[config.mk]
export PLATFORM = sky130hd
export DESIGN_NAME = conv_ilv_pair
export DESIGN_NICKNAME = d
export VERILOG_FILES = /design/src/rtl/conv_ilv_pkg.sv /design/src/rtl/conv_ilv_branch.sv /design/src/rtl/conv_ilv_core.sv /design/src/rtl/conv_ilv_pair.sv
export SDC_FILE = /design/constraint.sdc
export NUM_CORES = 1
export LEC_CHECK = 0
export BUFFER_PORTS_ARGS = -buffer_cell sky130_fd_sc_hd__buf_2
export CAP_MARGIN = 25
export CORE_MARGIN = 8
export CORE_UTILIZATION = 65
export CTS_BUF_LIST = sky130_fd_sc_hd__clkbuf_2
export DETAILED_ROUTE_END_ITERATION = 16
export PLACE_DENSITY = 0.84
export SYNTH_ARGS = -nofsm -noshare
export SYNTH_HDL_FRONTEND = slang
export SYNTH_HIERARCHICAL = 1
export SYNTH_SLANG_ARGS = --single-unit
[constraint.sdc]
create_clock -name clk -period 2.1 [get_ports clk]
set_input_delay 0.42 -clock clk [delete_from_list [all_inputs] [get_ports clk]]
set_output_delay 0.42 -clock clk [all_outputs]
set_load 0.02 [all_outputs]
[src/rtl/conv_ilv_pkg.sv]
package conv_ilv_pkg;

    // Cell count of branch j: growing for the interleaver, shrinking for the de-interleaver
    function automatic int branch_len(input int j, input int n_br, input int step, input bit rev);
        return rev ? (n_br - 1 - j) * step : j * step;
    endfunction

endpackage

[src/rtl/conv_ilv_branch.sv]
module conv_ilv_branch #(
    parameter int LEN = 1
) (
    input  logic clk,
    input  logic rst,
    input  logic shift_en,
    input  logic din,
    output logic dout
);

    generate
        if (LEN == 0) begin : g_pass
            logic unused_ok;
            assign unused_ok = ^{clk, rst, shift_en};
            assign dout = din;
        end else begin : g_cells
            logic [LEN-1:0] cells_d, cells_q;

            always_comb begin
                cells_d = cells_q;
                if (shift_en) begin
                    cells_d = LEN'({cells_q, din});
                end
            end

            always_ff @(posedge clk) begin
                if (rst) cells_q <= '0;
                else     cells_q <= cells_d;
            end

            // oldest cell leaves when the branch is selected
            assign dout = cells_q[LEN-1];

            AST_BRANCH_HOLD: assert property (@(posedge clk) disable iff (rst)
                !shift_en |=> $stable(cells_q));
        end
    endgenerate

endmodule

[src/rtl/conv_ilv_core.sv]
module conv_ilv_core #(
    parameter int N_BR    = 16,
    parameter int STEP    = 1,
    parameter bit REVERSE = 1'b0
) (
    input  logic clk,
    input  logic rst,
    input  logic in_bit,
    input  logic in_vld,
    output logic out_bit,
    output logic out_vld
);

    localparam int SEL_W = (N_BR > 1) ? $clog2(N_BR) : 1;
    localparam logic [SEL_W-1:0] LAST = SEL_W'(N_BR - 1);

    typedef struct packed {
        logic [SEL_W-1:0] sel;     // selector for the next valid bit
        logic             a_bit;   // capture stage
        logic             a_vld;
        logic [SEL_W-1:0] a_sel;
        logic             o_bit;   // output stage
        logic             o_vld;
    } core_state_t;

    core_state_t s_d, s_q;
    logic [N_BR-1:0] taps;
    logic [N_BR-1:0] shift_en;

    always_comb begin
        s_d       = s_q;
        s_d.a_vld = in_vld;
        s_d.o_vld = s_q.a_vld;
        if (in_vld) begin
            s_d.a_bit = in_bit;
            s_d.a_sel = s_q.sel;
            s_d.sel   = (s_q.sel == LAST) ? '0 : s_q.sel + 1'b1;
        end
        if (s_q.a_vld) begin
            s_d.o_bit = taps[s_q.a_sel];
        end
    end

    always_ff @(posedge clk) begin
        if (rst) s_q <= '0;
        else     s_q <= s_d;
    end

    always_comb begin
        for (int j = 0; j < N_BR; j++) begin
            shift_en[j] = s_q.a_vld && (s_q.a_sel == SEL_W'(j));
        end
    end

    generate
        for (genvar j = 0; j < N_BR; j++) begin : g_br
            conv_ilv_branch #(
                .LEN(conv_ilv_pkg::branch_len(j, N_BR, STEP, REVERSE))
            ) u_br (
                .clk      (clk),
                .rst      (rst),
                .shift_en (shift_en[j]),
                .din      (s_q.a_bit),
                .dout     (taps[j])
            );
        end
    endgenerate

    assign out_bit = s_q.o_bit;
    assign out_vld = s_q.o_vld;

    AST_SEL_WRAP: assert property (@(posedge clk) disable iff (rst)
        (in_vld && s_q.sel == LAST) |=> (s_q.sel == '0));
    AST_SEL_STEP: assert property (@(posedge clk) disable iff (rst)
        (in_vld && s_q.sel != LAST) |=> (s_q.sel == $past(s_q.sel) + 1'b1));
    AST_SEL_IDLE: assert property (@(posedge clk) disable iff (rst)
        !in_vld |=> $stable(s_q.sel));
    AST_ONE_BRANCH: assert property (@(posedge clk) disable iff (rst)
        $onehot0(shift_en));
    AST_VLD_LAT: assert property (@(posedge clk) disable iff (rst)
        in_vld |=> ##1 out_vld);
    AST_IDLE_LAT: assert property (@(posedge clk) disable iff (rst)
        !in_vld |=> ##1 !out_vld);

endmodule

[src/rtl/conv_ilv_pair.sv]
module conv_ilv_pair #(
    parameter int N_BR = 16,
    parameter int SPAN = 16
) (
    input  logic clk,
    input  logic rst,
    input  logic in_bit,
    input  logic in_vld,
    output logic ilv_bit,
    output logic ilv_vld,
    output logic out_bit,
    output logic out_vld
);

    localparam int STEP = SPAN / N_BR;

    conv_ilv_core #(
        .N_BR    (N_BR),
        .STEP    (STEP),
        .REVERSE (1'b0)
    ) u_ilv (
        .clk     (clk),
        .rst     (rst),
        .in_bit  (in_bit),
        .in_vld  (in_vld),
        .out_bit (ilv_bit),
        .out_vld (ilv_vld)
    );

    conv_ilv_core #(
        .N_BR    (N_BR),
        .STEP    (STEP),
        .REVERSE (1'b1)
    ) u_dil (
        .clk     (clk),
        .rst     (rst),
        .in_bit  (ilv_bit),
        .in_vld  (ilv_vld),
        .out_bit (out_bit),
        .out_vld (out_vld)
    );

    AST_PAIR_VLD: assert property (@(posedge clk) disable iff (rst)
        ilv_vld |=> ##1 out_vld);

endmodule

==> summary.md, run 1 <==
| Metric | Value |
|---|---|
| Outcome | `finished clean` |
| GP Congestion | `0.804` |
| Routed wire length | `15.1 mm` |
| Worst hold-check path type | `reg2reg` |
| GRT Overall Usage | `15.7%` |
| CTS H-Tree Depth | `2` |
| Root buffer cell | `clkbuf_2` |
| Required time worst endpoint | `1.68 ns` |
| Final setup vio count | `0` |
| Vias per inst | `5.21` |
| Hold-fix buffers, CTS | `4` |
| Via Count | `6284` |
| Cell count after synthesis | `928` |
| Pin count of the biggest net entering global routing | `68` |
| Max Freq | `515 MHz` |
| Dpl cells | `1098` |
| Worst-Margin Slew | `0.558 ns` |
| Fill count | `1154` |
| Leak | `3.68 nW` |
| 1st-pass router iterations | `5` |
| Worst EP arrival | `1.52 ns` |
| Max Slew Vio Count | `0` |
| Core area | `15100 um^2` |
| Max clock buf depth | `3` |
| Post-CTS Resized | `0` |
| Antenna Violating Nets Remaining | `0` |
| DRC viols | `0` |
| Global-route wire length before repair | `26.4 mm` |
| Mean Syn Cell Area | `10.7 um^2` |
| CP max FO | `6` |
| Max_cap viols | `0` |
| Remaining global-route overflow | `0` |
| Layout area overhead | `6.33%` |
| Die Footprint | `19500 um^2` |
| Slowest Stage Delay on Critical Path | `0.51 ns` |
| Fin crit period | `1.94 ns` |
| Critical Path Source Type | `flop` |
| WS Path Type | `reg2out` |
| Worst hold slack | `0.485 ns` |
| Port bufs | `7` |
| Clock latency on the worst-skew pair | `0.82 ns` |
| Yosys warnings | `6` |
| CTS tree | `built` |
| Clock Skew | `0.0432 ns` |
| Setup crit end kind | `output pin` |
| Family with the most delay on the worst path | `flip-flops` |
| CP cell instances | `buf_2` |
| RSZ-0062 raised after global routing | `no` |
| WL/cell | `12.5 um` |
| TritonCTS Buffers | `60` |
| Die width | `140 um` |
| Clock transition at path regs | `0.11 ns` |
| Fin cells | `1205` |
| I/O pins | `8` |
| Final Cycle Share | `92.5%` |
| Fin. Hold Viols | `0` |
| Total Power | `0.00811 W` |
| Row Count | `45` |
| Number of global-route vias before repair | `6302` |
| Antenna violations before repair | `1` |
| Synthesized area | `9950 um^2` |
| PD cells | `767 nW/um^2` |
| Crit path max-delay cell type | `dfxtp_1` |
| Final TNS setup | `0 ns` |
| Critical path buffers and inverters | `1` |
| Slew headroom | `62.5%` |
| Layout cells sized above 1 | `13.8%` |
| HPWL after detailed placement | `9.29 mm` |
| TritonCTS sink count | `264` |
| Final #Nets | `982` |
| DR iter-0 viols | `256` |
| Setup Fix Bufs, Post-CTS | `0` |
| Initial Utilization | `65.9%` |
| Die H | `140 um` |
| Mapped Nets | `934` |
| Max VDD drop | `0.000477 V` |
through the flow:
stage	cell area (um^2)	utilization [%]	worst slack [ns]
floorplan	9950	-	0.479
global placement	10000	66.6	0.373
detailed placement	10000	66.6	0.330
CTS	10600	70.1	0.0603
global route	10600	70.1	0.0218
finish	10600	70.1	0.159
state kept, by name, indices dropped and copies added, names as in the netlist, 9 cells and up:
name                             count
u_dil/s_q                            9
u_dil/g_br.u_br/g_cells.cells_q    119
u_ilv/g_br.u_br/g_cells.cells_q    119
u_ilv/s_q                            9
layout make-up:
type / count / area [um^2] / area share [%]
antenna: 1 / 2.50 / 0.0237
timing repair buffer: 42 / 352 / 3.32
tap: 188 / 235 / 2.22
sequential: 264 / 5290 / 50.0
inverter: 4 / 15.0 / 0.142
multi-input combinational: 604 / 4200 / 39.7
clock inverter: 16 / 60.1 / 0.568
clock buffer: 86 / 430 / 4.07
power breakdown:
part	internal (W)	switching (W)	leakage, nW
combinational	0.0000547	0.000117	1.17
clock	0.00108	0.00182	0.388
sequential	0.00501	0.0000197	2.13
cells in the final DEF (no fill, tap or decap), drive strengths merged:
master and n:
dlygate4sd3 4, buf 38, nand2b 6, a311oi 2, nand3b 2, nand2 6
nand3 6, nor3 25, o22ai 6, ha 2, clkinv 14, mux2 2
mux2i 260, dfxtp 264, mux4 4, nor2 269, diode 1, xor2 2
clkbuf 86, nor2b 4, or2 2, a41oi 2, a21oi 4, inv 6
final timing paths:
path / slack, ns / endpoint / startpoint / cells past startpoint
worst min-delay path: 0.49 / u_ilv/g_br[8].u_br/g_cells.cells_q[7] / u_ilv/g_br[8].u_br/g_cells.cells_q[6] / 2
worst min register to register: 0.49 / u_ilv/g_br[8].u_br/g_cells.cells_q[7] / u_ilv/g_br[8].u_br/g_cells.cells_q[6] / 2
worst max-delay path: 0.16 / ilv_vld / u_ilv/out_vld / 1
worst max register to register: 0.33 / u_ilv/out_bit / u_ilv/s_q[3] / 4
layer usage:
layer  GRT usage, %  up-vias  wire, um
li1               -     3256         -
met1           17.3     2946      7000
met2           27.5       64      7420
met3           4.24       18       453
met4           7.71        0       248
met5              0        -         0
No activity file was read; power rests on OpenSTA's default activity.
==> inputs of run 2 (changes only) <==
==> constraint.sdc (replaced) <==
create_clock -name clk -period 2.1 [get_ports clk]
set_input_delay 0.315 -clock clk [delete_from_list [all_inputs] [get_ports clk]]
set_output_delay 0.315 -clock clk [all_outputs]
set_load 0.02 [all_outputs]
==> summary.md, run 2 (synthesized netlist as in run 1, its figures left out) <==
| Metric | Value |
|---|---|
| Final #Nets | `987 (was 982)` |
| Port bufs | `7 (unchanged)` |
| WL/cell | `12.5 um (about the same)` |
| DP Worst Slack | `0.333 ns (was 0.330 ns)` |
| Setup Fix Bufs, Post-CTS | `0 (unchanged)` |
| Final setup vio count | `0 (unchanged)` |
| Worst EP arrival | `1.52 ns (about the same)` |
| Design Area, Final | `10600 um^2 (about the same)` |
| Slew headroom | `60.8% (was 62.5%)` |
| Required time worst endpoint | `1.78 ns (was 1.68 ns)` |
| 1st-pass router iterations | `4 (was 5)` |
| RSZ-0062 raised after global routing | `no (unchanged)` |
| Leak | `3.70 nW (was 3.68 nW)` |
| Critical Path Source Type | `flop (unchanged)` |
| Setup crit end kind | `output pin (unchanged)` |
| DR iter-0 viols | `281 (was 256)` |
| Fin crit period | `1.83 ns (was 1.94 ns)` |
| Clock transition at path regs | `0.11 ns (about the same)` |
| Most frequent cells in the layout | `nor2_1, dfxtp_1, mux2i_1 (unchanged)` |
| Worst hold-check path type | `in2reg (was reg2reg)` |
| Vias per inst | `5.23 (was 5.21)` |
| CP cell instances | `buf_2 (unchanged)` |
| Layout cells sized above 1 | `14.7% (was 13.8%)` |
| Final Cycle Share | `87.3% (was 92.5%)` |
| WS Path Type | `reg2out (unchanged)` |
| Dpl cells | `1097 (was 1098)` |
| Antenna Violating Nets Remaining | `0 (unchanged)` |
| Via Count | `6309 (was 6284)` |
| Die Footprint | `19500 um^2 (unchanged)` |
| PD cells | `775 nW/um^2 (was 767 nW/um^2)` |
| Outcome | `finished clean (unchanged)` |
| Antenna violations before repair | `1 (unchanged)` |
| CTS H-Tree Depth | `3 (was 2)` |
| Pin count of the biggest net entering global routing | `75 (was 68)` |
| Max Freq | `545 MHz (was 515 MHz)` |
| FF-to-FF Start | `u_ilv/s_q[4] (was u_ilv/s_q[3])` |
| Initial Utilization | `65.9% (unchanged)` |
| HPWL after detailed placement | `9.21 mm (was 9.29 mm)` |
| Number of global-route vias before repair | `6357 (was 6302)` |
| Placed instance area | `10000 um^2 (about the same)` |
| GRT Overall Usage | `15.9% (was 15.7%)` |
| Max clock buf depth | `3 (unchanged)` |
| Hold Startpoint | `rst (was u_ilv/g_br[8].u_br/g_cells.cells_q[6])` |
| CTS tree | `built (unchanged)` |
| Clock Skew | `0.0756 ns (was 0.0432 ns)` |
| TritonCTS sink count | `264 (unchanged)` |
| Die H | `140 um (unchanged)` |
| Root buffer cell | `clkbuf_2 (unchanged)` |
| Fin. Hold Viols | `0 (unchanged)` |
| Die width | `140 um (unchanged)` |
| Final TNS setup | `0 ns (unchanged)` |
| Core area | `15100 um^2 (unchanged)` |
| CP max FO | `12 (was 6)` |
| Crit path launch | `u_ilv/out_vld (unchanged)` |
| Commonest non-fill, non-tap cell in the layout | `nor2_1 (unchanged)` |
| Global-route wire length before repair | `26.8 mm (was 26.4 mm)` |
| Routed wire length | `15.1 mm (about the same)` |
| GP Congestion | `0.808 (was 0.804)` |
| Final worst slack | `0.266 ns (was 0.159 ns)` |
| Row Count | `45 (unchanged)` |
| Max Slew Vio Count | `0 (unchanged)` |
| Slowest Stage Delay on Critical Path | `0.52 ns (was 0.51 ns)` |
| Critical path buffers and inverters | `1 (unchanged)` |
| Family with the most delay on the worst path | `flip-flops (unchanged)` |
| Largest registers | `u_dil/g_br.u_br/g_cells.cells_q: 119 flops, u_ilv/g_br.u_br/g_cells.cells_q: 119 flops (unchanged)` |
| Crit path max-delay cell type | `dfxtp_2 (was dfxtp_1)` |
| Worst hold slack | `0.435 ns (was 0.485 ns)` |
| Max_cap viols | `0 (unchanged)` |
| Remaining global-route overflow | `0 (unchanged)` |
| DRC viols | `0 (unchanged)` |
| TritonCTS Buffers | `66 (was 60)` |
| I/O pins | `8 (unchanged)` |
| Worst-Margin Slew | `0.584 ns (was 0.558 ns)` |
| Max VDD drop | `0.000561 V (was 0.000477 V)` |
| Layout area overhead | `6.47% (was 6.33%)` |
| Fin cells | `1206 (was 1205)` |
| Clock latency on the worst-skew pair | `0.78 ns (was 0.82 ns)` |
-- run 2: cell count changes in the layout (fill, tap and decap cells not counted), sizes merged --
cell    delta
clkbuf     +8
clkinv     -6
buf        -1
-- run 2: worst paths after layout --
path	to	slack (ns)	cells past startpoint
setup reg to reg	u_ilv/g_br[3].u_br/g_cells.cells_q[0]	0.34	4
setup / recovery	ilv_vld	0.27	1
hold / removal	u_ilv/g_br[14].u_br/g_cells.cells_q[0]	0.43	3
hold reg to reg	u_ilv/g_br[10].u_br/g_cells.cells_q[5]	0.45	2
-- run 2: timing repair --
item / CTS / global route
hold buffers: 4 / 0
endpoints found under the hold margin: 29 / 0
gates resized for setup: 1 / 0
endpoints found under the setup margin: 1 / 0
-- run 2: metal layers --
layer / track usage [%] / share of wire, %
met1: 18.0 / 47
met2: 26.8 / 48
met3: 5.10 / 3.6
met4: 7.31 / 1.4
met5: 0 / 0
-- run 2: layout make-up --
class | instances | area (um^2)
clock buffer | 94 | 470
sequential | 264 | 5290
clock inverter | 10 | 40.0
inverter | 4 | 15.0
fill | 1153 | 4500
antenna | 1 | 2.50
timing repair buffer | 41 | 344
tap | 188 | 235
multi-input combinational | 604 | 4200
-- run 2: power breakdown --
| part | total [W] | internal [W] | switching (W) |
|---|---|---|---|
| logic | 0.000168 | 0.0000537 | 0.000115 |
| registers | 0.00503 | 0.00501 | 0.0000211 |
| clock network | 0.00300 | 0.00118 | 0.00182 |
| total | 0.00820 | 0.00624 | 0.00196 |
-- run 2: per-stage QoR --
stage	utilization [%]	total power, W
2_1_floorplan	-	0.00525
3_3_place_gp	66.5	0.00531
3_5_place_dp	66.5	0.00532
4_1_cts	70.2	0.00833
5_1_grt	70.2	0.00861
6_report	70.2	0.00820
==> inputs of run 3 (changes only) <==
--- a/config.mk
+++ b/config.mk
@@ -8,10 +8,10 @@
 export BUFFER_PORTS_ARGS = -buffer_cell sky130_fd_sc_hd__buf_2
 export CAP_MARGIN = 25
 export CORE_MARGIN = 8
-export CORE_UTILIZATION = 65
+export CORE_UTILIZATION = 26
 export CTS_BUF_LIST = sky130_fd_sc_hd__clkbuf_2
 export DETAILED_ROUTE_END_ITERATION = 16
-export PLACE_DENSITY = 0.84
+export PLACE_DENSITY = 0.42
 export SYNTH_ARGS = -nofsm -noshare
 export SYNTH_HDL_FRONTEND = slang
 export SYNTH_HIERARCHICAL = 1
==> summary.md, run 3 (synthesized netlist as in run 1, its figures left out) <==
| Metric | Value |
|---|---|
| Outcome | `finished clean (unchanged)` |
| Routed wire length | `16.8 mm (was 15.1 mm)` |
| Row Count | `71 (was 45)` |
| Max clock buf depth | `3 (unchanged)` |
| 1st-pass router iterations | `4 (unchanged)` |
| DRC viols | `0 (unchanged)` |
| Commonest non-fill, non-tap cell in the layout | `nor2_1 (unchanged)` |
| Core area | `37700 um^2 (was 15100 um^2)` |
| Via Count | `6258 (was 6309)` |
| Final #Nets | `993 (was 987)` |
| Final TNS setup | `0 ns (unchanged)` |
| Hold Path Depth | `3 (unchanged)` |
| Placed instance area | `10400 um^2 (was 10000 um^2)` |
| Antenna violations before repair | `1 (unchanged)` |
| Worst hold-check path type | `in2reg (unchanged)` |
| I/O pins | `8 (unchanged)` |
| CP Depth | `1 (unchanged)` |
| CTS H-Tree Depth | `3 (unchanged)` |
| Clock latency on the worst-skew pair | `0.79 ns (was 0.78 ns)` |
| DP Worst Slack | `0.308 ns (was 0.333 ns)` |
| Pin count of the biggest net entering global routing | `66 (was 75)` |
| PD cells | `790 nW/um^2 (was 775 nW/um^2)` |
| Design Area, Final | `11100 um^2 (was 10600 um^2)` |
| GP Congestion | `0.688 (was 0.808)` |
| Remaining global-route overflow | `0 (unchanged)` |
| Reg2Reg Depth | `4 (unchanged)` |
| Antenna Violating Nets Remaining | `0 (unchanged)` |
| Die H | `212 um (was 140 um)` |
| Max_cap viols | `0 (unchanged)` |
| Clock transition at path regs | `0.10 ns (was 0.11 ns)` |
| Port bufs | `7 (unchanged)` |
| Most frequent cells in the layout | `nor2_1, dfxtp_1, mux2i_1 (unchanged)` |
| Fin crit period | `1.87 ns (was 1.83 ns)` |
| Worst-Margin Slew | `0.563 ns (was 0.584 ns)` |
| DR iter-0 viols | `236 (was 281)` |
| RSZ-0062 raised after global routing | `no (unchanged)` |
| HPWL after detailed placement | `9.85 mm (was 9.21 mm)` |
| Critical Path Source Type | `flop (unchanged)` |
| CP cell instances | `buf_2 (unchanged)` |
| Fin. Hold Viols | `0 (unchanged)` |
| Required time worst endpoint | `1.78 ns (about the same)` |
| Global-route wire length before repair | `29.7 mm (was 26.8 mm)` |
| Final setup vio count | `0 (unchanged)` |
| Vias per inst | `4.05 (was 5.23)` |
| Largest registers | `u_dil/g_br.u_br/g_cells.cells_q: 119 flops, u_ilv/g_br.u_br/g_cells.cells_q: 119 flops (unchanged)` |
| TritonCTS Buffers | `70 (was 66)` |
| Slew headroom | `62.4% (was 60.8%)` |
| Final worst slack | `0.228 ns (was 0.266 ns)` |
| Root buffer cell | `clkbuf_2 (unchanged)` |
| Setup crit end kind | `output pin (unchanged)` |
| WL/cell | `10.9 um (was 12.5 um)` |
| CTS tree | `built (unchanged)` |
| Fill count | `4068 (was 1153)` |
| Slowest Stage Delay on Critical Path | `0.53 ns (was 0.52 ns)` |
| Leak | `3.78 nW (was 3.70 nW)` |
| Clock Skew | `0.0589 ns (was 0.0756 ns)` |
| Crit path max-delay cell type | `dfxtp_2 (unchanged)` |
| Number of global-route vias before repair | `6400 (was 6357)` |
| Max Freq | `534 MHz (was 545 MHz)` |
| Initial Utilization | `26.4% (was 65.9%)` |
| TritonCTS sink count | `264 (unchanged)` |
| Final Cycle Share | `89.1% (was 87.3%)` |
| GRT Overall Usage | `7.78% (was 15.9%)` |
| Worst EP arrival | `1.56 ns (was 1.52 ns)` |
| WS Path Type | `reg2out (unchanged)` |
| Total Power | `0.00878 W (was 0.00820 W)` |
| Max Slew Vio Count | `0 (unchanged)` |
| CP max FO | `12 (unchanged)` |
| Die width | `212 um (was 140 um)` |
| Layout cells sized above 1 | `16.0% (was 14.7%)` |
| Setup Fix Bufs, Post-CTS | `0 (unchanged)` |
| Layout area overhead | `11.7% (was 6.47%)` |
| Max VDD drop | `0.000276 V (was 0.000561 V)` |
| Die Footprint | `44800 um^2 (was 19500 um^2)` |
| Family with the most delay on the worst path | `flip-flops (unchanged)` |
| Critical path buffers and inverters | `1 (unchanged)` |
==> run 3: what timing repair did <==
item / in CTS / in global routing
endpoints found under the setup margin: 1 / 0
hold endpoints to repair: 50 / 0
hold buffers: 4 / 0
resized for setup: 1 / 0
==> run 3: worst reg2reg max path, cell delays in order (launching register included) <==
cell	delay, ns
dfxtp_1	0.65
mux4_1	0.61
mux2_2	0.28
o22ai_2	0.08
nor3_1	0.06
==> run 3: path summary, 6_finish.rpt <==
| kind | start | end | slack, ns |
|---|---|---|---|
| setup / recovery | u_ilv/out_vld | ilv_vld | 0.23 |
| hold / removal | in_vld | u_ilv/s_d[0] | 0.47 |
| setup reg to reg | u_ilv/s_q[3] | u_ilv/out_bit | 0.31 |
| hold reg to reg | u_dil/g_br[10].u_br/g_cells.cells_q[1] | u_dil/g_br[10].u_br/g_cells.cells_q[2] | 0.47 |
==> run 3: per-layer routing <==
metal / share of wire (%) / track usage (%) / wire [um]
met1: 52 / 9.93 / 8670
met2: 41 / 11.4 / 6940
met3: 4.2 / 2.71 / 715
met4: 3.0 / 4.10 / 504
met5: 0 / 0 / 0
==> run 3: area by class of cell <==
cell class | count | area (um^2) | share of cell area (%)
Clock buffer | 107 | 536 | 4.82
Clock inverter | 10 | 91.3 | 0.822
Sequential cell | 264 | 5290 | 47.6
Tap cell | 511 | 639 | 5.75
Timing Repair Buffer | 43 | 349 | 3.14
Inverter | 4 | 15.0 | 0.135
Multi-Input combinational cell | 604 | 4200 | 37.7
Antenna cell | 1 | 2.50 | 0.0225
==> run 3: power by group <==
| group | internal (W) | switching, W | leakage (nW) | total [W] |
|---|---|---|---|---|
| clock | 0.00157 | 0.00199 | 0.490 | 0.00356 |
| sequential | 0.00501 | 0.0000244 | 2.13 | 0.00504 |
| combinational | 0.0000538 | 0.000122 | 1.17 | 0.000176 |
==> run 3: metrics by stage <==
stage / utilization, % / hold slack, ns / instances
finish: 29.5 / 0.471 / 1544
global route: 29.5 / 0.325 / 1544
CTS: 29.5 / 0.306 / 1543
detailed placement: 27.7 / 0.475 / 1422
global placement: 27.7 / 0.472 / 1422
floorplan: - / 0.387 / 928
